==> src/rtl/t1p_pkg.sv <==
package t1p_pkg;

    localparam int HDR_BYTES = 3;
    localparam int CRC_BYTES = 2;

    localparam logic [15:0] CRC_INIT      = 16'hFFFF;
    localparam logic [15:0] CRC_POLY_REFL = 16'h8408;
    localparam logic [15:0] CRC_XOROUT    = 16'hFFFF;

    typedef enum logic [1:0] {
        KIND_INFO = 2'b00,
        KIND_ACK  = 2'b10,
        KIND_SUP  = 2'b11
    } blk_kind_t;

    typedef enum logic [1:0] {
        CAUSE_NONE  = 2'b00,
        CAUSE_CRC   = 2'b01,
        CAUSE_OTHER = 2'b10
    } cause_t;

    typedef struct packed {
        blk_kind_t  kind;
        logic       seq;
        logic       more;
        logic [1:0] ack_code;
        logic       sup_resp;
        logic [4:0] sup_code;
    } pcb_fields_t;

    // One byte of the reflected CRC, data taken least significant bit first.
    function automatic logic [15:0] crc_step(input logic [15:0] c, input logic [7:0] d);
        logic [15:0] r;
        r = c;
        for (int i = 0; i < 8; i++) begin
            if (r[0] ^ d[i]) r = (r >> 1) ^ CRC_POLY_REFL;
            else             r = r >> 1;
        end
        return r;
    endfunction

    function automatic logic sup_code_known(input logic [4:0] code);
        case (code)
            5'h00, 5'h01, 5'h02, 5'h03,
            5'h05, 5'h06, 5'h07, 5'h0F: return 1'b1;
            default:                    return 1'b0;
        endcase
    endfunction

    function automatic logic addr_ok(input logic [7:0] a);
        return (a != 8'h00) && (a != 8'hFF) && (a[7:4] != a[3:0]);
    endfunction

endpackage

==> src/rtl/t1p_crc16.sv <==
module t1p_crc16
    import t1p_pkg::*;
(
    input  logic        clk,
    input  logic        rst,
    input  logic        restart,
    input  logic        en,
    input  logic [7:0]  data,
    output logic [15:0] crc
);
    always_ff @(posedge clk) begin
        if (rst)          crc <= CRC_INIT;
        else if (restart) crc <= crc_step(CRC_INIT, data);
        else if (en)      crc <= crc_step(crc, data);
    end
endmodule

==> src/rtl/t1p_pcb_decode.sv <==
module t1p_pcb_decode
    import t1p_pkg::*;
(
    input  logic [7:0]  pcb,
    output pcb_fields_t fields,
    output logic        pcb_ok
);
    always_comb begin
        fields = '0;
        pcb_ok = 1'b0;
        if (!pcb[7]) begin
            fields.kind = KIND_INFO;
            fields.seq  = pcb[6];
            fields.more = pcb[5];
            pcb_ok      = (pcb[4:0] == 5'b0);
        end else if (!pcb[6]) begin
            fields.kind     = KIND_ACK;
            fields.seq      = pcb[4];
            fields.ack_code = pcb[1:0];
            pcb_ok          = !pcb[5] && (pcb[3:2] == 2'b00) && (pcb[1:0] != 2'b11);
        end else begin
            fields.kind     = KIND_SUP;
            fields.sup_resp = pcb[5];
            fields.sup_code = pcb[4:0];
            pcb_ok          = sup_code_known(pcb[4:0]);
        end
    end
endmodule

==> src/rtl/t1p_byte_track.sv <==
module t1p_byte_track
    import t1p_pkg::*;
#(
    parameter  int LEN_W    = 8,
    localparam int FULL_MAX = (1 << LEN_W) - 1 + HDR_BYTES + CRC_BYTES,
    localparam int CNT_W    = $clog2(FULL_MAX + 1) + 1
) (
    input  logic             clk,
    input  logic             rst,
    input  logic             in_valid,
    input  logic [7:0]       in_data,
    input  logic             in_sof,
    input  logic             in_eof,
    output logic             active,
    output logic [CNT_W-1:0] cnt,
    output logic [7:0]       nad,
    output logic [7:0]       pcb,
    output logic [LEN_W-1:0] len,
    output logic [15:0]      rx_crc,
    output logic             crc_restart,
    output logic             crc_en,
    output logic             pay_valid,
    output logic [7:0]       pay_data
);
    logic             take, start_b, cont_b, hdr_pos, pay_pos;
    logic [CNT_W-1:0] pay_end;

    assign take    = in_valid && !in_eof;
    assign start_b = take && in_sof;
    assign cont_b  = take && !in_sof && active;
    assign pay_end = CNT_W'(len) + CNT_W'(HDR_BYTES);
    assign hdr_pos = cnt < CNT_W'(HDR_BYTES);
    assign pay_pos = !hdr_pos && (cnt < pay_end);

    assign crc_restart = start_b;
    assign crc_en      = cont_b && (hdr_pos || pay_pos);

    always_ff @(posedge clk) begin
        if (rst) begin
            active    <= 1'b0;
            cnt       <= '0;
            nad       <= '0;
            pcb       <= '0;
            len       <= '0;
            rx_crc    <= '0;
            pay_valid <= 1'b0;
            pay_data  <= '0;
        end else begin
            pay_valid <= cont_b && pay_pos;
            pay_data  <= in_data;
            if (start_b) begin
                active <= 1'b1;
                cnt    <= CNT_W'(1);
                nad    <= in_data;
                len    <= '0;
            end else if (cont_b) begin
                if (cnt != '1) cnt <= cnt + CNT_W'(1);
                if (cnt == CNT_W'(1))       pcb          <= in_data;
                if (cnt == CNT_W'(2))       len          <= in_data[LEN_W-1:0];
                if (cnt == pay_end)         rx_crc[7:0]  <= in_data;
                if (cnt == pay_end + CNT_W'(1)) rx_crc[15:8] <= in_data;
            end else if (in_eof) begin
                active <= 1'b0;
            end
        end
    end
endmodule

==> src/rtl/t1_frame_parser.sv <==
module t1_frame_parser
    import t1p_pkg::*;
#(
    parameter  int LEN_W    = 8,
    localparam int FULL_MAX = (1 << LEN_W) - 1 + HDR_BYTES + CRC_BYTES,
    localparam int CNT_W    = $clog2(FULL_MAX + 1) + 1
) (
    input  logic             clk,
    input  logic             rst,
    input  logic             in_valid,
    input  logic [7:0]       in_data,
    input  logic             in_sof,
    input  logic             in_eof,
    input  logic [LEN_W-1:0] ifs_max,
    output logic             pay_valid,
    output logic [7:0]       pay_data,
    output logic             frame_valid,
    output logic             frame_error,
    output logic [1:0]       err_cause,
    output logic [1:0]       blk_kind,
    output logic             seq_no,
    output logic             more_data,
    output logic [1:0]       ack_code,
    output logic             sup_resp,
    output logic [4:0]       sup_code
);
    logic             trk_active, crc_restart, crc_en, pcb_ok;
    logic [CNT_W-1:0] trk_cnt;
    logic [7:0]       trk_nad, trk_pcb;
    logic [LEN_W-1:0] trk_len;
    logic [15:0]      rx_crc, crc_q;
    pcb_fields_t      dec_fields, fields_q;
    cause_t           cause;
    logic             count_ok, crc_ok, len_ok, shape_ok;

    t1p_byte_track #(.LEN_W(LEN_W)) u_track (
        .clk         (clk),
        .rst         (rst),
        .in_valid    (in_valid),
        .in_data     (in_data),
        .in_sof      (in_sof),
        .in_eof      (in_eof),
        .active      (trk_active),
        .cnt         (trk_cnt),
        .nad         (trk_nad),
        .pcb         (trk_pcb),
        .len         (trk_len),
        .rx_crc      (rx_crc),
        .crc_restart (crc_restart),
        .crc_en      (crc_en),
        .pay_valid   (pay_valid),
        .pay_data    (pay_data)
    );

    t1p_crc16 u_crc (
        .clk     (clk),
        .rst     (rst),
        .restart (crc_restart),
        .en      (crc_en),
        .data    (in_data),
        .crc     (crc_q)
    );

    t1p_pcb_decode u_dec (
        .pcb    (trk_pcb),
        .fields (dec_fields),
        .pcb_ok (pcb_ok)
    );

    always_comb begin
        count_ok = trk_cnt == (CNT_W'(trk_len) + CNT_W'(HDR_BYTES + CRC_BYTES));
        crc_ok   = (crc_q ^ CRC_XOROUT) == rx_crc;
        len_ok   = (trk_len <= ifs_max) && (trk_len != '1);
        shape_ok = pcb_ok && ((dec_fields.kind != KIND_ACK) || (trk_len == '0));
        if (!count_ok)                                    cause = CAUSE_OTHER;
        else if (!crc_ok)                                 cause = CAUSE_CRC;
        else if (!(addr_ok(trk_nad) && len_ok && shape_ok)) cause = CAUSE_OTHER;
        else                                              cause = CAUSE_NONE;
    end

    always_ff @(posedge clk) begin
        if (rst) begin
            frame_valid <= 1'b0;
            frame_error <= 1'b0;
            err_cause   <= CAUSE_NONE;
            fields_q    <= '0;
        end else begin
            frame_valid <= 1'b0;
            frame_error <= 1'b0;
            if (in_eof && trk_active) begin
                frame_valid <= (cause == CAUSE_NONE);
                frame_error <= (cause != CAUSE_NONE);
                err_cause   <= cause;
                fields_q    <= dec_fields;
            end
        end
    end

    assign blk_kind  = fields_q.kind;
    assign seq_no    = fields_q.seq;
    assign more_data = fields_q.more;
    assign ack_code  = fields_q.ack_code;
    assign sup_resp  = fields_q.sup_resp;
    assign sup_code  = fields_q.sup_code;
endmodule

==> config.mk <==
export PLATFORM = sky130hd
export DESIGN_NAME = t1_frame_parser
export DESIGN_NICKNAME = d
export VERILOG_FILES = /design/src/rtl/t1p_pkg.sv /design/src/rtl/t1p_crc16.sv /design/src/rtl/t1p_pcb_decode.sv /design/src/rtl/t1p_byte_track.sv /design/src/rtl/t1_frame_parser.sv
export SDC_FILE = /design/constraint.sdc
export NUM_CORES = 1
export LEC_CHECK = 0
export BUFFER_PORTS_ARGS = -buffer_cell sky130_fd_sc_hd__buf_4
export CORE_ASPECT_RATIO = 0.9
export CORE_MARGIN = 2
export CORE_UTILIZATION = 30
export DETAILED_ROUTE_END_ITERATION = 10
export PLACE_DENSITY = 0.42
export SLEW_MARGIN = 5
export SYNTH_ARGS = -nofsm -noshare
export SYNTH_HDL_FRONTEND = slang
export SYNTH_SLANG_ARGS = --single-unit
==> constraint.sdc <==
create_clock -name clk -period 4.4 [get_ports clk]
set_input_delay 0.22 -clock clk [delete_from_list [all_inputs] [get_ports clk]]
set_output_delay 0.22 -clock clk [all_outputs]
set_load 0.02 [all_outputs]
# Yosys cells after proc, flatten, opt, wreduce, memory -nomap -nowiden
# Memory sizes are Yosys's and may differ from the RTL's. A register that Yosys moved wholly into a read port is not among the register bits.
# Cells that the tools add are included.
# Widths: inputs -> output; s select.
# classes
mux	74
addsub	4
n_eq_ne	13
n_reduce_logical	41
order_cmp	3
bitwise_logic	33
# ops
op	count
$mux 16	53
$not 2->3	15
$add 10x1->10 const B	2
$eq 10x9->1	2
$eq 16x16->1	1
$logic_and 1x1->1	16
$ne 8x8->1 const B	2
$not 16->16	1
$xor 1x1->1	15
$mux 1	12
$eq 10x1->1 const B	1
$eq 10x10->1	1
$eq 10x2->1 const B	1
$lt 10x2->1 const B	1
$lt 10x9->1	1
$ne 10x10->1 const B	1
$reduce_bool 2->1	5
$add 8x2->9 const B	1
$add 8x3->9 const B	1
$reduce_and 3->1	3
$le 8x8->1	1
$logic_not 8->1	1
$mux 2	4
$mux 4	2
13 further kinds	25
# totals
reg_bits	92
output_inout_bits	25
elab_cells	189
romBits	16
n_memories	1
# mem_list
name	depth	width	rd	rd_ports_with_merged_regs	write_ports	line_no	rtl
(no name shown)	16	1	1	1	0	t1p_pkg.sv:43	case (code)

# Depth between registers and ports, before layout
# Gate-level depths: netlist of the first run.
# depth
word_depth	42
mapped_depth	15
depth_no_buf	12

# Hierarchy
# Synthesis of the first run repeated with hierarchy kept, for this count alone.
# hier_totals
hier_cells	639
area_unflattened_um2	5557.8
# modules_own_cells
module	cells_per_inst	n_inst	seq_area_each_um2	area_each_um2
t1p_byte_track	298	1	1201.2	2860.2
t1_frame_parser	171	1	320.3	1330.0
t1p_crc16	142	1	320.3	1172.4
t1p_pcb_decode	28	1	0.0	195.2

# Worst setup path after synthesis of the first run
# OpenSTA, ideal clock, no wires.
# synth_path
path_type	register -> register
startpoint	register u_track.len[0]
endpoint	register u_crc.crc[7]
required_time_ns	4.308
path_slack_ns	1.344
stages_incl_launch_ff	15
t_arrival_ns	2.964
setup_ns	0.092
path_cell_list	dfxtp_1 > buf_6 > inv_1 > ha_1 > nor2b_1 > xnor2_1 > ha_1 > nand4_1 > o21bai_1 > a31oi_1 > o21ai_0 > a21oi_1 > clkbuf_1 > nor3_1 > nor4_1
# synth_via
elab_chain_cells	6
# synth_lines
element	line_no	rtl
start: declaration	t1p_byte_track.sv:18	output logic [LEN_W-1:0] len,
start signal: assignment	t1p_byte_track.sv:59	if (cnt == CNT_W'(2)) len <= in_data[LEN_W-1:0];
$add 8x2->9	t1p_byte_track.sv:31	assign pay_end = CNT_W'(len) + CNT_W'(HDR_BYTES);
$lt 10x9->1	t1p_byte_track.sv:33	assign pay_pos = !hdr_pos && (cnt < pay_end);
$logic_and 1x1->1	t1p_byte_track.sv:33	
$logic_or 1x1->1	t1p_byte_track.sv:36	assign crc_en = cont_b && (hdr_pos || pay_pos);
$logic_and 1x1->1	t1p_byte_track.sv:36	
$reduce_bool 2->1 (no line)	--	
end signal: assignment	t1p_crc16.sv:13	else if (restart) crc <= crc_step(CRC_INIT, data);
end signal: assignment	t1p_crc16.sv:14	else if (en) crc <= crc_step(crc, data);
end: declaration	t1p_crc16.sv:9	output logic [15:0] crc
# No other way between the ends.
# A chain may end at the register's enable or synchronous reset.

# Worst setup path in the final report of the first run
# layout_path
startpoint	register u_track.len[0]
endpoint	register u_crc.crc[2]
# Same word-level chain as after synthesis.

==> results.json, run 1 <==
{
  "nFillCells": 1838,
  "drc": 0,
  "core_mm2": 0.0177,
  "die-area_mm2": 0.0191,
  "setup_viol": 0,
  "clock.fmax_mhz": 266,
  "wirelength_um": 14900,
  "synth_edf_count": 0,
  "r2r_end": "u_crc.crc[2]",
  "netlist.area_leader.share_pct": 34.4,
  "portBuffers": 45,
  "numCtsBuffers": 9,
  "mostFrequentLayoutCells": "dfxtp_1, nor2_1, xnor2_1, nand2_1, buf_4",
  "yosys.area.top_type": "dfxtp_1",
  "layout_min_cycle_time_ns": 3.76,
  "postSynthAreaPerCell_um2": 8.56,
  "syn_to_final_growth_pct": 14.5,
  "syn-num-nets": 678,
  "io_pins": 46,
  "floorplan.die.width_um": 146,
  "drt_pass1_iterations": 4,
  "synth_seq_cells": 93,
  "synth_area_mm2": 0.00541,
  "grt_overflow": 0,
  "hold_violations": 0,
  "hpwlAfterDp_um": 10800,
  "cts_sinks": 93,
  "viasPerCell": 4.93,
  "layout-drive-gt1-share_pct": 13.8,
  "worstHoldStart": "in_eof",
  "synth_top_flop_cell": "dfxtp_1",
  "cts_setup_buffers": 0,
  "root_buffer": "clkbuf_16",
  "grt_antenna_before_repair": 0,
  "crit_path_end_kind": "flop",
  "p_leak_nw": 2.29,
  "rsz0062_at_grt": "no",
  "hold_class": "in2reg",
  "fin_crit_sh_pct": 85.5,
  "start_util_pct": 30.6,
  "clk_pin_slew_ns": 0.07,
  "tns_ns": 0,
  "status": "complete, no violations",
  "r2r-start": "u_track.len[0]",
  "fin_util_pct": 35.0,
  "cts-resized-gates": 0,
  "cts_max_path_buffers": 2,
  "wl_per_cell_um": 16.7,
  "synth_warnings": 0,
  "tightest_slew_ns": 0.830,
  "setup_ws_ns": 0.637,
  "crit_type": "reg2reg",
  "syn_inst": 632,
  "final_nets": 695,
  "drv_slew": 0,
  "ir_drop_mv": 0.182,
  "antenna_cells": 0,
  "grt_usage_pct": 15.9,
  "worstPathArrival_ns": 3.96,
  "final_antenna_net_count": 0,
  "grt_pass1_wl_um": 24200,
  "synth_cell_types": 72,
  "start_kind": "flop",
  "worstHoldEndpoint": "blk_kind[1]",
  "grt_max_degree": 70,
  "fin_skew_ns": 0.00917,
  "synth_area_leaders": "dfxtp_1, xnor2_1, ha_1, nor2_1, a21oi_1",
  "vias": 4404,
  "die_y_um": 131,
  "r2r_setup_slack_ns": 0.64,
  "clk_latency_ns": 0.35,
  "power_density_mw_per_mm2": 306,
  "crit_fanout": 17,
  "relSlewSlack_pct": 44.3,
  "layout_commonest_cell": "dfxtp_1",
  "async_reset_ff_share_pct": 0,
  "gp_congestion": 0.797,
  "grt_pass1_vias": 4344,
  "cts_hold_buffers": 0,
  "drtIter0Drc": 198,
  "worstRegToRegCells": 12,
  "whs_path_depth": 3,
  "post-place-ws_ns": 0.663,
  "cts_max_level": 3,
  "tritoncts": "built",
  "worstPathRequired_ns": 4.59,
  "num_rows": 46,
  "cap_violations": 0,
  "yosysSeqAreaShare_pct": 34.4,
  "timing.hold.ws_ns": 0.189
}
[metrics by stage]
stage	total power, mW	instance area (um2)	cells
after floorplan	1.02	5410	632
after global placement	1.09	5880	878
after detailed placement	1.09	5880	878
after CTS	1.92	6190	894
after global routing	1.97	6190	894
final	1.90	6190	894
[flip-flops by register name, indices dropped and copies added (netlist names), 5 cells and up, named ones only]
register and cells:
sup_code 5, u_crc.crc 16, u_track.cnt 10, u_track.len 8, u_track.nad 8, u_track.pay_data 8, u_track.pcb 8, u_track.rx_crc 16
[report_power, final]
part           leakage, nW  internal, mW  switching (mW)  total [mW]
registers            0.755         0.860          0.0194       0.879
clock network        0.152         0.467           0.358       0.825
logic                 1.38        0.0776           0.114       0.191
[synthesized netlist by cell type (3+ instances only)]
library cell	instances
a211oi_1	4
a21o_1	3
a21oi_1	42
a221oi_1	3
a22oi_1	9
and3_1	3
buf_1	3
buf_2	7
buf_4	3
clkbuf_1	27
dfxtp_1	93
ha_1	25
inv_1	20
mux2_2	7
mux2i_1	14
nand2_1	55
nand3_1	24
nand4_1	8
nor2_1	58
nor2b_1	19
nor3_1	20
nor3b_1	5
nor4_1	10
o211ai_1	5
o21ai_0	13
o22a_1	6
o31ai_1	9
or3_1	5
or4_1	4
xnor2_1	55
xor2_1	21
[critical path: stages, from the launching register on]
cell	delay (ns)
dfxtp_1	0.51
inv_1	0.15
ha_1	0.29
nor2b_1	0.34
xnor2_1	0.21
ha_1	0.29
nand4_1	0.16
o21bai_1	0.14
a31oi_1	0.09
o21ai_0	0.46
a21o_1	0.61
mux2i_1	0.26
a22oi_1	0.10
[logic make-up after synthesis]
kind of cell    share of synthesized area (%)
xor+xnor                                 12.9
mux                                      4.46
compound gates                           14.8
flops                                    34.4
simple gates                             22.5
fa+ha+maj                                5.78
buf+inv                                  5.09
[how the worst max path moves through the flow]
stage | from | to | slack (ns)
after global placement | u_track.len[0] | u_crc.crc[2] | 0.82
after CTS | u_track.len[0] | u_crc.crc[1] | 0.63
after floorplan | u_track.len[0] | u_crc.crc[7] | 1.34
after detailed placement | u_track.len[0] | u_crc.crc[1] | 0.66
final | u_track.len[0] | u_crc.crc[2] | 0.64
after global routing | u_track.len[0] | u_crc.crc[7] | 0.25
[cell type report]
type                       instances  area (um2)  area share [%]
clock buffer                      10         239            3.86
clock inverter                     6        75.1            1.21
inverter                          22        82.6            1.33
multi-input combinational        475        3270            52.8
sequential                        93        1860            30.1
tap                              240         300            4.85
timing repair buffer              48         360            5.82
[metal layers]
| layer | wire (um) | GRT usage, % |
|---|---|---|
| met2 | 6350 | 23.7 |
| met4 | 297 | 5.01 |
| met3 | 486 | 2.92 |
| met1 | 7780 | 23.0 |
| met5 | 0 | 0 |
No activity file was read; power rests on OpenSTA's default activity.
==> run 2, diff against run 1 <==
--- a/config.mk
+++ b/config.mk
@@ -10,8 +10,9 @@
 export CORE_MARGIN = 2
 export CORE_UTILIZATION = 30
 export DETAILED_ROUTE_END_ITERATION = 10
-export PLACE_DENSITY = 0.42
+export PLACE_DENSITY = 0.43
 export SLEW_MARGIN = 5
 export SYNTH_ARGS = -nofsm -noshare
 export SYNTH_HDL_FRONTEND = slang
+export SYNTH_HIERARCHICAL = 1
 export SYNTH_SLANG_ARGS = --single-unit
==> constraint.sdc (replaced) <==
create_clock -name clk -period 3.4 [get_ports clk]
set_input_delay 0.17 -clock clk [delete_from_list [all_inputs] [get_ports clk]]
set_output_delay 0.17 -clock clk [all_outputs]
set_load 0.02 [all_outputs]
==> results.json, run 2 <==
{
  "status": "complete, no violations",
  "power_density_mw_per_mm2": 369,
  "synth_most_common_cell": "dfxtp_1",
  "top_regs": "u_crc/crc: 16 flops, u_track/rx_crc: 16 flops, u_track/cnt: 10 flops",
  "floorplan.die.width_um": 147,
  "synth_area_leaders": "dfxtp_1, xor2_1, xnor2_1, ha_1, nand2_1",
  "met1_length_um": 7570,
  "ir_drop_mv": 0.220,
  "netlist.area_leader.share_pct": 33.1,
  "synth_edf_count": 0,
  "r2r_setup_slack_ns": 0.18,
  "nFillCells": 1902,
  "clk_pin_slew_ns": 0.07,
  "die_y_um": 133,
  "grt_antenna_before_repair": 0,
  "yosysSeqAreaShare_pct": 33.1,
  "synth_warnings": 6,
  "cap_violations": 0,
  "synth_cell_types": 76,
  "grt_pass1_wl_um": 24700,
  "yosys.area.top_type": "dfxtp_1",
  "whs_path_depth": 3,
  "worstPathArrival_ns": 3.47,
  "async_reset_ff_share_pct": 0,
  "postSynthAreaPerCell_um2": 8.70,
  "cts_sinks": 92,
  "gp_congestion": 0.861,
  "crit_type": "reg2reg",
  "synth_area_mm2": 0.00556,
  "clk_latency_ns": 0.35,
  "drv_slew": 0,
  "top_layer_used": "met4",
  "grt_max_degree": 60,
  "hold_violations": 0,
  "tritoncts": "built",
  "drt_pass1_iterations": 4,
  "syn_inst": 639,
  "final_nets": 725,
  "grt_overflow": 0,
  "tightest_slew_ns": 0.817,
  "final_antenna_net_count": 0,
  "crit_start": "u_track/len[0]",
  "num_rows": 47,
  "syn_to_final_growth_pct": 16.8,
  "core_mm2": 0.0183,
  "syn-num-nets": 684,
  "synth_seq_cells": 92,
  "layout_commonest_cell": "dfxtp_1",
  "r2r-start": "u_track/len[0]",
  "start_kind": "flop",
  "synth_common_cells": "dfxtp_1, nand2_1, nor2_1",
  "cts_hold_buffers": 0,
  "crit_fanout": 13,
  "worstPathRequired_ns": 3.65,
  "fin_skew_ns": 0.00701,
  "wl_met2_um": 6880,
  "clock.fmax_mhz": 311,
  "fin_crit_sh_pct": 94.6,
  "r2r_end": "u_crc/crc[9]",
  "rsz0062_at_grt": "no",
  "layout-drive-gt1-share_pct": 16.4,
  "wl_per_cell_um": 16.5,
  "viasPerCell": 4.97,
  "mostFrequentLayoutCells": "dfxtp_1, nand2_1, buf_4",
  "wirelength_um": 15400,
  "relSlewSlack_pct": 45.0,
  "hold_class": "in2reg",
  "fin_util_pct": 35.5,
  "die-area_mm2": 0.0196,
  "crit_path_end_kind": "flop",
  "grt_pass1_vias": 4373,
  "grt_usage_pct": 16.2,
  "drtIter0Drc": 253,
  "numCtsBuffers": 9,
  "setup_viol": 0,
  "p_leak_nw": 2.62,
  "drc": 0,
  "synth_top_flop_cell": "dfxtp_1",
  "start_util_pct": 30.4,
  "worstRegToRegCells": 12,
  "io_pins": 46,
  "layout_min_cycle_time_ns": 3.22,
  "cts_max_level": 3,
  "dr_wl_met3_um": 733,
  "antenna_cells": 0,
  "tns_ns": 0,
  "vias": 4619,
  "hpwlAfterDp_um": 11000,
  "portBuffers": 45,
  "cts_max_path_buffers": 2,
  "root_buffer": "clkbuf_16",
  "endpoint": "u_crc/crc[9]"
}
run 2: cell count changes after synthesis, sizes merged, moves of 10 or more:
cell / before / now
xor2: 23 / 48
nand2: 55 / 66
clkbuf: 27 / 17
mux2i: 14 / 24
nor3: 21 / 11
xnor2: 55 / 39
run 2: repair_timing:
action / CTS / global route
gates resized for setup: 0 / 3
buffers inserted: 0 / 0
endpoints found under the hold margin: 0 / 0
setup endpoints to repair: 0 / 8
run 2: final cells by class:
type                       count  area, um2  share of cell area, %
multi-input combinational    485       3460                   53.2
sequential                    92       1840                   28.4
timing repair buffer          65        500                   7.71
tap                          245        307                   4.72
clock buffer                  10        229                   3.53
inverter                      27        101                   1.56
clock inverter                 6       53.8                  0.829
run 2: critical path, cell delays in order (launching register included):
cell and delay [ns]:
dfxtp_1 0.31, buf_4 0.18, o2111ai_1 0.24, xor2_1 0.37
ha_1 0.32, a21oi_1 0.15, a21boi_0 0.10, o21a_1 0.17
o21a_1 0.21, o32ai_4 0.35, nand2b_1 0.14, or3_1 0.38
a31o_1 0.20
run 2: worst min path at each step:
stage,slack [ns],start,end
floorplan,0.24,rst,sup_code[2]
global placement,0.45,sup_code[0],sup_code[0]
detailed placement,0.45,sup_code[1],sup_code[1]
CTS,0.10,in_eof,u_track/active
global route,0.12,in_eof,u_track/active
finish,0.12,in_eof,u_track/active
run 2: where the power goes:
part           leakage, nW  internal [mW]  total (mW)  switching [mW]
Combinational         1.74          0.118       0.269           0.151
Sequential           0.748           1.10        1.13          0.0306
Clock                0.136          0.513       0.991           0.479
run 2: per-layer routing:
metal  vias up  global-route usage (%)
li1       2323                       -
met5         -                       0
met1      2183                    23.4
met4         0                    4.49
met3        14                    3.15
met2        99                    24.6
run 2: cell families after synthesis:
kind of cell / after synthesis / synth area share, %
XOR/XNOR: 92 / 16.2
multiplexers: 24 / 4.32
AND/OR/NAND/NOR: 223 / 21.2
flip-flops: 92 / 33.1
buffers and inverters: 62 / 5.16
AO/OA/AOI/OAI: 122 / 14.5
adder cells (fa/ha/maj): 24 / 5.40
run 2: through the flow:
stage               cell area, um2  setup WS, ns  instances  power [mW]  hold slack, ns
global route                  6490        0.0118        930        2.51           0.124
global placement              6190         0.132        914        1.42           0.447
CTS                           6470        0.0575        930        2.43           0.102
detailed placement            6190        0.0910        914        1.43           0.449
floorplan                     5560        0.0108        639        1.33           0.239
finish                        6490         0.182        930        2.39           0.118
